===== src/rtl/mtimer_pkg.sv =====
package mtimer_pkg;

  typedef enum logic [1:0] {
    RUN_HALT = 2'b00,
    RUN_UP   = 2'b01,
    RUN_FREE = 2'b10,
    RUN_TRI  = 2'b11
  } run_mode_e;

endpackage


===== src/rtl/mtimer_prescale.sv =====
module mtimer_prescale #(
  parameter int DIV_W = 2
) (
  input  logic             clk,
  input  logic             rst_n,
  input  logic             clr,
  input  logic             hold,
  input  logic             tick_en,
  input  logic [DIV_W-1:0] div_sel,
  output logic             step
);
  // the largest ratio is 2**(2**DIV_W - 1), so the phase needs 2**DIV_W - 1 bits
  localparam int PH_W = (1 << DIV_W) - 1;

  logic [PH_W-1:0] phase;
  logic [PH_W-1:0] last_ph;

  // last_ph holds div_sel ones in its low bits: the final phase of one step period
  always_comb begin
    for (int i = 0; i < PH_W; i++) begin
      last_ph[i] = (i < int'(div_sel));
    end
  end

  assign step = tick_en && !hold && !clr && (phase >= last_ph);

  always_ff @(posedge clk or negedge rst_n) begin
    if (!rst_n) begin
      phase <= '0;
    end else if (clr) begin
      phase <= '0;
    end else if (tick_en && !hold) begin
      if (phase >= last_ph) phase <= '0;
      else                  phase <= phase + 1'b1;
    end
  end

  AST_STEP_SPACING: assert property (@(posedge clk) disable iff (!rst_n)
    (step && div_sel != '0) |=> (!step || div_sel == '0)) else $error("step spacing");

endmodule


===== src/rtl/mtimer_count.sv =====
module mtimer_count
  import mtimer_pkg::*;
#(
  parameter int CNT_W = 16
) (
  input  logic             clk,
  input  logic             rst_n,
  input  logic             clr,
  input  logic             step,
  input  run_mode_e        mode,
  input  logic [CNT_W-1:0] period,
  output logic [CNT_W-1:0] count,
  output logic             dir_down,
  output logic             wrap_now,
  output logic             equ
);
  localparam logic [CNT_W-1:0] ZERO = '0;
  localparam logic [CNT_W-1:0] ONE  = {{(CNT_W-1){1'b0}}, 1'b1};
  localparam logic [CNT_W-1:0] TOP  = '1;

  logic [CNT_W-1:0] nxt;
  logic             nxt_dir;
  logic [CNT_W-1:0] inc;
  logic [CNT_W-1:0] dec;

  assign inc = count + ONE;
  assign dec = count - ONE;

  always_comb begin
    nxt      = count;
    nxt_dir  = dir_down;
    wrap_now = 1'b0;
    if (step) begin
      unique case (mode)
        RUN_UP: begin
          if (count >= period) begin
            nxt      = ZERO;
            wrap_now = 1'b1;
          end else begin
            nxt = inc;
          end
        end
        RUN_FREE: begin
          if (count == TOP) begin
            nxt      = ZERO;
            wrap_now = 1'b1;
          end else begin
            nxt = inc;
          end
        end
        RUN_TRI: begin
          if (!dir_down) begin
            if (count >= period) begin
              // at or above the turning point: start the descent
              if (count != ZERO) begin
                nxt     = dec;
                nxt_dir = 1'b1;
              end
            end else begin
              nxt = inc;
              if (inc >= period) nxt_dir = 1'b1;
            end
          end else begin
            if (count <= ONE) begin
              nxt      = ZERO;
              nxt_dir  = 1'b0;
              wrap_now = 1'b1;
            end else begin
              nxt = dec;
            end
          end
        end
        default: begin
          nxt = count;
        end
      endcase
    end
  end

  always_ff @(posedge clk or negedge rst_n) begin
    if (!rst_n) begin
      count    <= ZERO;
      dir_down <= 1'b0;
      equ      <= 1'b0;
    end else if (clr) begin
      count    <= ZERO;
      dir_down <= 1'b0;
      equ      <= 1'b0;
    end else begin
      count    <= nxt;
      dir_down <= nxt_dir;
      equ      <= step && (nxt == period);
    end
  end

  AST_HALT_HOLDS: assert property (@(posedge clk) disable iff (!rst_n)
    (mode == RUN_HALT && !clr) |=> ($stable(count) && $stable(dir_down))) else $error("halt");
  AST_UP_BOUND: assert property (@(posedge clk) disable iff (!rst_n)
    (mode == RUN_UP && count <= period) |=> (count <= $past(period))) else $error("up bound");
  AST_WRAP_ZERO: assert property (@(posedge clk) disable iff (!rst_n)
    wrap_now |=> (count == ZERO)) else $error("wrap");
  AST_TRI_TURN: assert property (@(posedge clk) disable iff (!rst_n)
    (mode == RUN_TRI && dir_down && wrap_now) |=> !dir_down) else $error("turn");
  AST_CLEAR_ZERO: assert property (@(posedge clk) disable iff (!rst_n)
    clr |=> (count == ZERO && !dir_down && !equ)) else $error("clear");
  AST_EQU_MATCH: assert property (@(posedge clk) disable iff (!rst_n)
    equ |-> (count == $past(period))) else $error("equ");

endmodule


===== src/rtl/mtimer_ovf.sv =====
module mtimer_ovf (
  input  logic clk,
  input  logic rst_n,
  input  logic set,
  input  logic wipe,
  input  logic irq_en,
  output logic flag,
  output logic irq
);
  // a wrap beats a simultaneous software clear, so no event is lost
  always_ff @(posedge clk or negedge rst_n) begin
    if (!rst_n)    flag <= 1'b0;
    else if (set)  flag <= 1'b1;
    else if (wipe) flag <= 1'b0;
  end

  assign irq = flag & irq_en;

  AST_FLAG_STICKY: assert property (@(posedge clk) disable iff (!rst_n)
    (flag && !wipe) |=> flag) else $error("sticky");
  AST_SET_WINS: assert property (@(posedge clk) disable iff (!rst_n)
    set |=> flag) else $error("set wins");

endmodule


===== src/rtl/mtimer_core.sv =====
module mtimer_core
  import mtimer_pkg::*;
#(
  parameter int CNT_W = 16,
  parameter int DIV_W = 2
) (
  input  logic             clk,
  input  logic             rst_n,
  input  logic             tick_en,
  input  logic [1:0]       run_mode,
  input  logic [DIV_W-1:0] div_code,
  input  logic             clr_stb,
  input  logic             flag_clr,
  input  logic             irq_en,
  input  logic [CNT_W-1:0] period,
  output logic [CNT_W-1:0] count,
  output logic             dir_down,
  output logic             equ_pulse,
  output logic             ovf_flag,
  output logic             irq
);
  run_mode_e mode_e;
  logic      step;
  logic      wrap_now;

  assign mode_e = run_mode_e'(run_mode);

  mtimer_prescale #(.DIV_W(DIV_W)) u_pre (
    .clk     (clk),
    .rst_n   (rst_n),
    .clr     (clr_stb),
    .hold    (mode_e == RUN_HALT),
    .tick_en (tick_en),
    .div_sel (div_code),
    .step    (step)
  );

  mtimer_count #(.CNT_W(CNT_W)) u_cnt (
    .clk      (clk),
    .rst_n    (rst_n),
    .clr      (clr_stb),
    .step     (step),
    .mode     (mode_e),
    .period   (period),
    .count    (count),
    .dir_down (dir_down),
    .wrap_now (wrap_now),
    .equ      (equ_pulse)
  );

  mtimer_ovf u_ovf (
    .clk    (clk),
    .rst_n  (rst_n),
    .set    (wrap_now),
    .wipe   (flag_clr),
    .irq_en (irq_en),
    .flag   (ovf_flag),
    .irq    (irq)
  );

  AST_RESET_QUIET: assert property (@(posedge clk)
    !rst_n |=> (count == '0 && !ovf_flag)) else $error("reset");

endmodule


===== config.mk =====
export PLATFORM = sky130hd
export DESIGN_NAME = mtimer_core
export DESIGN_NICKNAME = d
export VERILOG_FILES = /design/src/rtl/mtimer_pkg.sv /design/src/rtl/mtimer_prescale.sv /design/src/rtl/mtimer_count.sv /design/src/rtl/mtimer_ovf.sv /design/src/rtl/mtimer_core.sv
export SDC_FILE = /design/constraint.sdc
export NUM_CORES = 1
export LEC_CHECK = 0
export CORE_UTILIZATION = 23
export CTS_CLUSTER_DIAMETER = 200
export CTS_CLUSTER_SIZE = 8
export DETAILED_ROUTE_END_ITERATION = 12
export GPL_TIMING_DRIVEN = 0
export PLACE_DENSITY_LB_ADDON = 0.2
export SLEW_MARGIN = 20
export SYNTH_ARGS = -nofsm -noshare
export SYNTH_HDL_FRONTEND = slang
export SYNTH_SLANG_ARGS = --single-unit

===== constraint.sdc =====
create_clock -name clk -period 5.6 [get_ports clk]
set_input_delay 1.68 -clock clk [delete_from_list [all_inputs] [get_ports clk]]
set_output_delay 1.68 -clock clk [all_outputs]
set_load 0.005 [all_outputs]

After elaboration in Yosys (flattened, before gate mapping) --
Index checks and enable logic that the tools add are counted. Widths: inputs -> output; s select.
Word-level totals: flip-flop bits (word level) 22, bits in latches 0, bits in writable memories 0, bits in read-only memories 0, bits of input ports 26, output and inout port bits 20, word-level logic and storage cells 63, memories kept 0
Operators by class: add/sub/neg operators 3, multipliers 0, div/mod/pow operators 0, order comparisons 7, equal/unequal tests 5, shift-type cells 0, multiplexer cells 29, bitwise operators 1, reductions and logical operators 13
Operators by type and width (count):
- $mux 16 | 8
- $pmux 16 s3 | 1
- $ge 16x16->1 | 2
- $add 16x1->16 const B | 1
- $eq 16x16->1 | 1
- $eq 16x16->1 const B | 1
- $le 16x1->1 const B | 1
- $mux 1 | 16
- $reduce_bool 16->1 | 1
- $sub 16x1->16 const B | 1
- $mux 3 | 3
- $reduce_bool 2->1 | 4
- $eq 2x2->1 const B | 2
- $logic_and 1x1->1 | 4
- $lt 1x2->1 const A | 2
- $add 3x1->3 const B | 1
- $ge 3x3->1 | 1
- $pmux 1 s3 | 1
- $eq 2x1->1 const B | 1
- $logic_not 1->1 | 2
- $logic_not 2->1 | 1
- $lt 2x2->1 const A | 1
- $reduce_and 2->1 | 1
- $and 1x1->1 | 1

Longest topological paths before layout --
depth in word-level cells 9, mapped depth 15, gate-level depth less buffers 13

By module --
Synthesis repeated with hierarchy kept, for this count alone.
Unflattened totals: cells, all modules 464, area, all modules 3627.2 um^2
By module, submodules not included:
- mtimer_count | times used 1, cells an instance 428, area each 3291.9 um^2, seq. area each 450.4 um^2
- mtimer_prescale | times used 1, cells an instance 31, area each 289.0 um^2, seq. area each 75.1 um^2
- mtimer_ovf | times used 1, cells an instance 4, area each 42.5 um^2, seq. area each 25.0 um^2
- mtimer_core | times used 1, cells an instance 1, area each 3.8 um^2, seq. area each 0.0 um^2

Worst setup path before layout --
No wires, ideal clock.
kind in2reg, start input port period[15], end register u_cnt.equ, library setup time 0.096 ns, arrival time 4.121 ns, data required time 5.504 ns, setup slack 1.384 ns, stages on the path 13, path buffers 2, cell sequence inv_1 ha_1 nand4_2 nor4_4 a211oi_2 a21o_1 buf_6 buf_6 o2111ai_2 nand4_1 a2111oi_2 nand4_1 nor4_2
On the way: longest elaborated chain between the ends 8, elaborated cells between the ends (all ways) 9, those cells by class order compare: 1; eq/ne: 1; mux: 6; reduce/logical: 1
RTL lines:
- start: declaration | line mtimer_core.sv:15 | input logic [CNT_W-1:0] period,
- $ge 16x16->1 | line mtimer_count.sv:36, mtimer_count.sv:53
- $mux 16 | line mtimer_count.sv:53 | if (count >= period) begin
- $mux 16 | line mtimer_count.sv:52 | if (!dir_down) begin
- $pmux 16 s3 | line mtimer_count.sv:34 | unique case (mode)
- $mux 16 | line mtimer_count.sv:33 | if (step) begin
- $eq 16x16->1 * | line mtimer_count.sv:92 | equ <= step && (nxt == period);
- $logic_and 1x1->1 * | line mtimer_count.sv:92
- $mux 1 * | line mtimer_count.sv:85 | end else if (clr) begin
- end signal: assignment | line mtimer_count.sv:92
- end: declaration | line mtimer_count.sv:15 | output logic equ
Every way passes the cells marked *; elsewhere a longest branch is shown, timed or not. A chain may end at the register's enable or synchronous reset.

Worst setup path after layout --
start input port period[8], end register u_cnt.equ
Same word-level chain as after synthesis.

==> impl_metrics.py <==
metrics = {
    "clock_tree": {
        "cts_buffer_depth": 2,
        "cts_tree": "built",
        "clk_latency_ns": 0.27,
        "clock-sinks": 22,
        "cts-root-buf": "clkbuf_16",
        "numCtsBuffers": 3,
        "cts_setup_buffers": 0,
        "clk_pin_slew_ns": 0.07,
        "htreeDepth": 1,
    },
    "routing": {
        "drt-initial-drc-count": 251,
        "ant_nets": 0,
        "vias_per_cell": 5.431,
        "via_count": 3731,
        "finalWirelength_um": 13390,
        "drcViolationCount": 8,
        "firstDrtPassIters": 8,
        "wl_per_cell_um": 19.48,
    },
    "job": {
        "maxCapViolations": 0,
    },
    "timing": {
        "rsz0062_at_grt": "false",
        "fmax_ghz": 0.1845,
        "finalHoldViolCount": 0,
        "setup_viol": 0,
        "fin_crit_ns": 5.420,
        "period_share_pct": 96.79,
        "max_slew_margin_pct": 49.82,
        "slew_violations": 0,
        "fin_skew_ns": 0.003904,
        "tightest_slew_ns": 0.7527,
    },
    "power": {
        "p_per_area_mw_per_mm2": 121.4,
        "fin_total_pwr_uw": 514.8,
        "clkPwrFrac_pct": 32.4,
        "pwr-share-seq_pct": 32.3,
        "peakVddDrop_uv": 83.67,
        "intPower_uw": 328.8,
        "p_comb_share_pct": 35.3,
        "p_sw_uw": 186.0,
        "swShare_pct": 36.13,
        "p_leak_uw": 0.001755,
    },
    "die": {
        "die_y_um": 124.9,
        "rows": 44,
        "core-area_mm2": 0.01464,
        "start_util_pct": 23.71,
        "io_pins": 46,
        "die_w_um": 124.9,
        "die-area_mm2": 0.01559,
    },
    "worst_setup_path": {
        "ff2ff_path_depth": 14,
        "cpMostUsedCell": "nand4_1",
        "required_ns": 5.75,
        "path_class": "primary input to register",
        "crit_path_top_delay_cell": "clkdlybuf4s50_1",
        "r2r-end": "u_cnt.equ",
        "cp-start-kind": "primary input",
        "rr_startpoint": "u_cnt.count[0]",
        "arrival_ns": 5.57,
        "crit_path_max_incr_delay_ns": 0.60,
        "cp_cell_sequence": "clkdlybuf4s50_1 > inv_1 > ha_1 > nand4_1 > nor4_4 > nand2_1 > a41oi_2 > o21ai_1 > xnor2_1 > o2111ai_1 > a2111oi_2 > nand4_1 > nor4_2",
        "crit_path_max_fanout": 5,
        "r2r_setup_slack_ns": 1.53,
        "worstSetupEndpointType": "register",
    },
    "yosys": {
        "syn_area_mm2": 0.003472,
        "avgSynthCellArea_um2": 7.614,
        "syn-instance-count": 456,
        "synth.most_common_cell": "nand2_1",
        "yosys_most_used_dff": "dfrtp_1",
        "ys_ff_latch": 22,
        "synth_fp_nets": 522,
        "synthTopCellsByCount": "nand2_1, nor2_1, ha_1, inv_1, o21ai_0",
        "async_flop_share_pct": 100.0,
        "yosysWarningCount": 0,
        "yosysUniqueCellTypes": 72,
        "ys_seq_area_share_pct": 15.86,
        "synth_top_cell_by_area": "dfrtp_1",
        "synthDominantCellAreaShare_pct": 15.86,
        "synth_edf_count": 0,
        "yosys-top-cells-area": "dfrtp_1, ha_1, xnor2_1",
    },
    "hold_path": {
        "min_from": "u_pre.phase[0]",
        "min_path_type": "register to register",
        "holdPathStages": 1,
        "min_to": "u_pre.phase[0]",
    },
    "global_route": {
        "grt_pass1_wl_um": 20600,
        "grt_max_degree": 23,
        "grt_overflow_total": 0,
        "grt_use_total_pct": 17.19,
        "grt_pass1_vias": 3516,
        "antenna_found_initial": 0,
    },
    "placed_design": {
        "place_congestion": 0.9242,
        "dp_hpwl_um": 10510,
        "io_buffers": 44,
        "dp.cells": 684,
    },
    "finish": {
        "area_delta_synth_final_pct": 22.13,
        "finalNonFillerCells": 687,
        "fin_nets": 571,
        "final_util_pct": 28.96,
        "drive_above_1_share_pct": 9.543,
        "n_antenna_cell": 0,
        "fillerInstances": 1604,
    },
    "run_status": {
        "outcome": "complete, but fails checks",
        "violations": "design-rule violations",
    },
}
power by group through the flow:
stage / clock (uW) / combinational (uW) / sequential, uW
global route: 181 / 199 / 167
CTS: 177 / 178 / 166
finish: 167 / 182 / 166
floorplan: 0 / 110 / 168
detailed placement: 0 / 177 / 169
global placement: 0 / 177 / 169
registers in the layout (all words and copies together), names as in the netlist:
register and count:
u_cnt.equ 1, u_pre.phase 3, u_cnt.count 16, u_cnt.dir_down 1
u_ovf.flag 1
metrics by stage:
step / setup slack, ns / TNS (ns) / cell area [um^2] / hold slack, ns
floorplan: 1.384 / 0 / 3472 / 0.4570
finish: 0.1798 / 0 / 4240 / 0.5376
global placement: -0.2818 / -0.2818 / 4143 / 0.5027
detailed placement: -0.2000 / -0.2000 / 4138 / 0.5287
global route: 0.01280 / 0 / 4240 / 0.5553
CTS: 0.07492 / 0 / 4213 / 0.5372
how the worst max path moves through the flow:
stage / start / end / slack [ns]
after global routing: period[8] / u_cnt.equ / 0.01
after detailed placement: period[14] / u_cnt.equ / -0.20
after global placement: period[14] / u_cnt.equ / -0.28
final: period[8] / u_cnt.equ / 0.18
after CTS: period[14] / u_cnt.equ / 0.07
after floorplan: period[15] / u_cnt.equ / 1.38
cell usage in the layout (no fill, tap or decap), drive strengths merged, types with 8 or more instances in the layout:
| master | netlist | final |
|---|---|---|
| a21oi | 22 | 22 |
| a31oi | 10 | 10 |
| buf | 14 | 15 |
| clkbuf | 11 | 14 |
| clkdlybuf4s50 | 0 | 43 |
| dfrtp | 22 | 22 |
| ha | 40 | 40 |
| inv | 28 | 28 |
| nand2 | 46 | 46 |
| nand3 | 13 | 13 |
| nand4 | 14 | 14 |
| nor2 | 44 | 44 |
| nor3 | 22 | 22 |
| nor4 | 8 | 8 |
| o21ai | 34 | 34 |
| xnor2 | 22 | 22 |
cells by family after synthesis:
family                     Yosys count  synth area share, %
and+or+nand+nor                    183                29.26
buffers and inverters               53                6.883
AOI/OAI and AO/OA                  128                25.91
DFF                                 22                15.86
adders and majority gates           40                14.41
muxes                                3               0.8649
xor gates and xnor gates            27                6.811
per-layer routing:
layer | vias up | track usage [%] | share of wire, %
met1 | 1802 | 24.57 | 48
met5 | - | 0 | 0
li1 | 1775 | - | -
met2 | 136 | 26.80 | 44
met3 | 18 | 1.847 | 5.8
met4 | 0 | 5.595 | 2.1
worst max-delay path: cells and delay by family:
| family | cells | cell delay, ns |
|---|---|---|
| AO/OA/AOI/OAI | 4 | 1.16 |
| XOR/XNOR | 1 | 0.23 |
| adder cells (fa/ha/maj) | 1 | 0.30 |
| buffers and inverters | 2 | 0.73 |
| AND/OR/NAND/NOR | 5 | 1.48 |
final cells by class:
type / count / area, um^2 / area share, %
inverter: 28 / 105.1 / 2.479
sequential: 22 / 550.5 / 12.98
timing repair buffer: 44 / 435.4 / 10.27
tap: 184 / 230.2 / 5.429
buffer: 25 / 133.9 / 3.157
multi-input combinational: 381 / 2710 / 63.91
clock buffer: 3 / 75.07 / 1.770
timing repair:
action | CTS | global route
hold buffers | 0 | 0
resized for setup | 0 | 5
endpoints found under the setup margin | 0 | 1
Power figures use the tool's default switching activity.
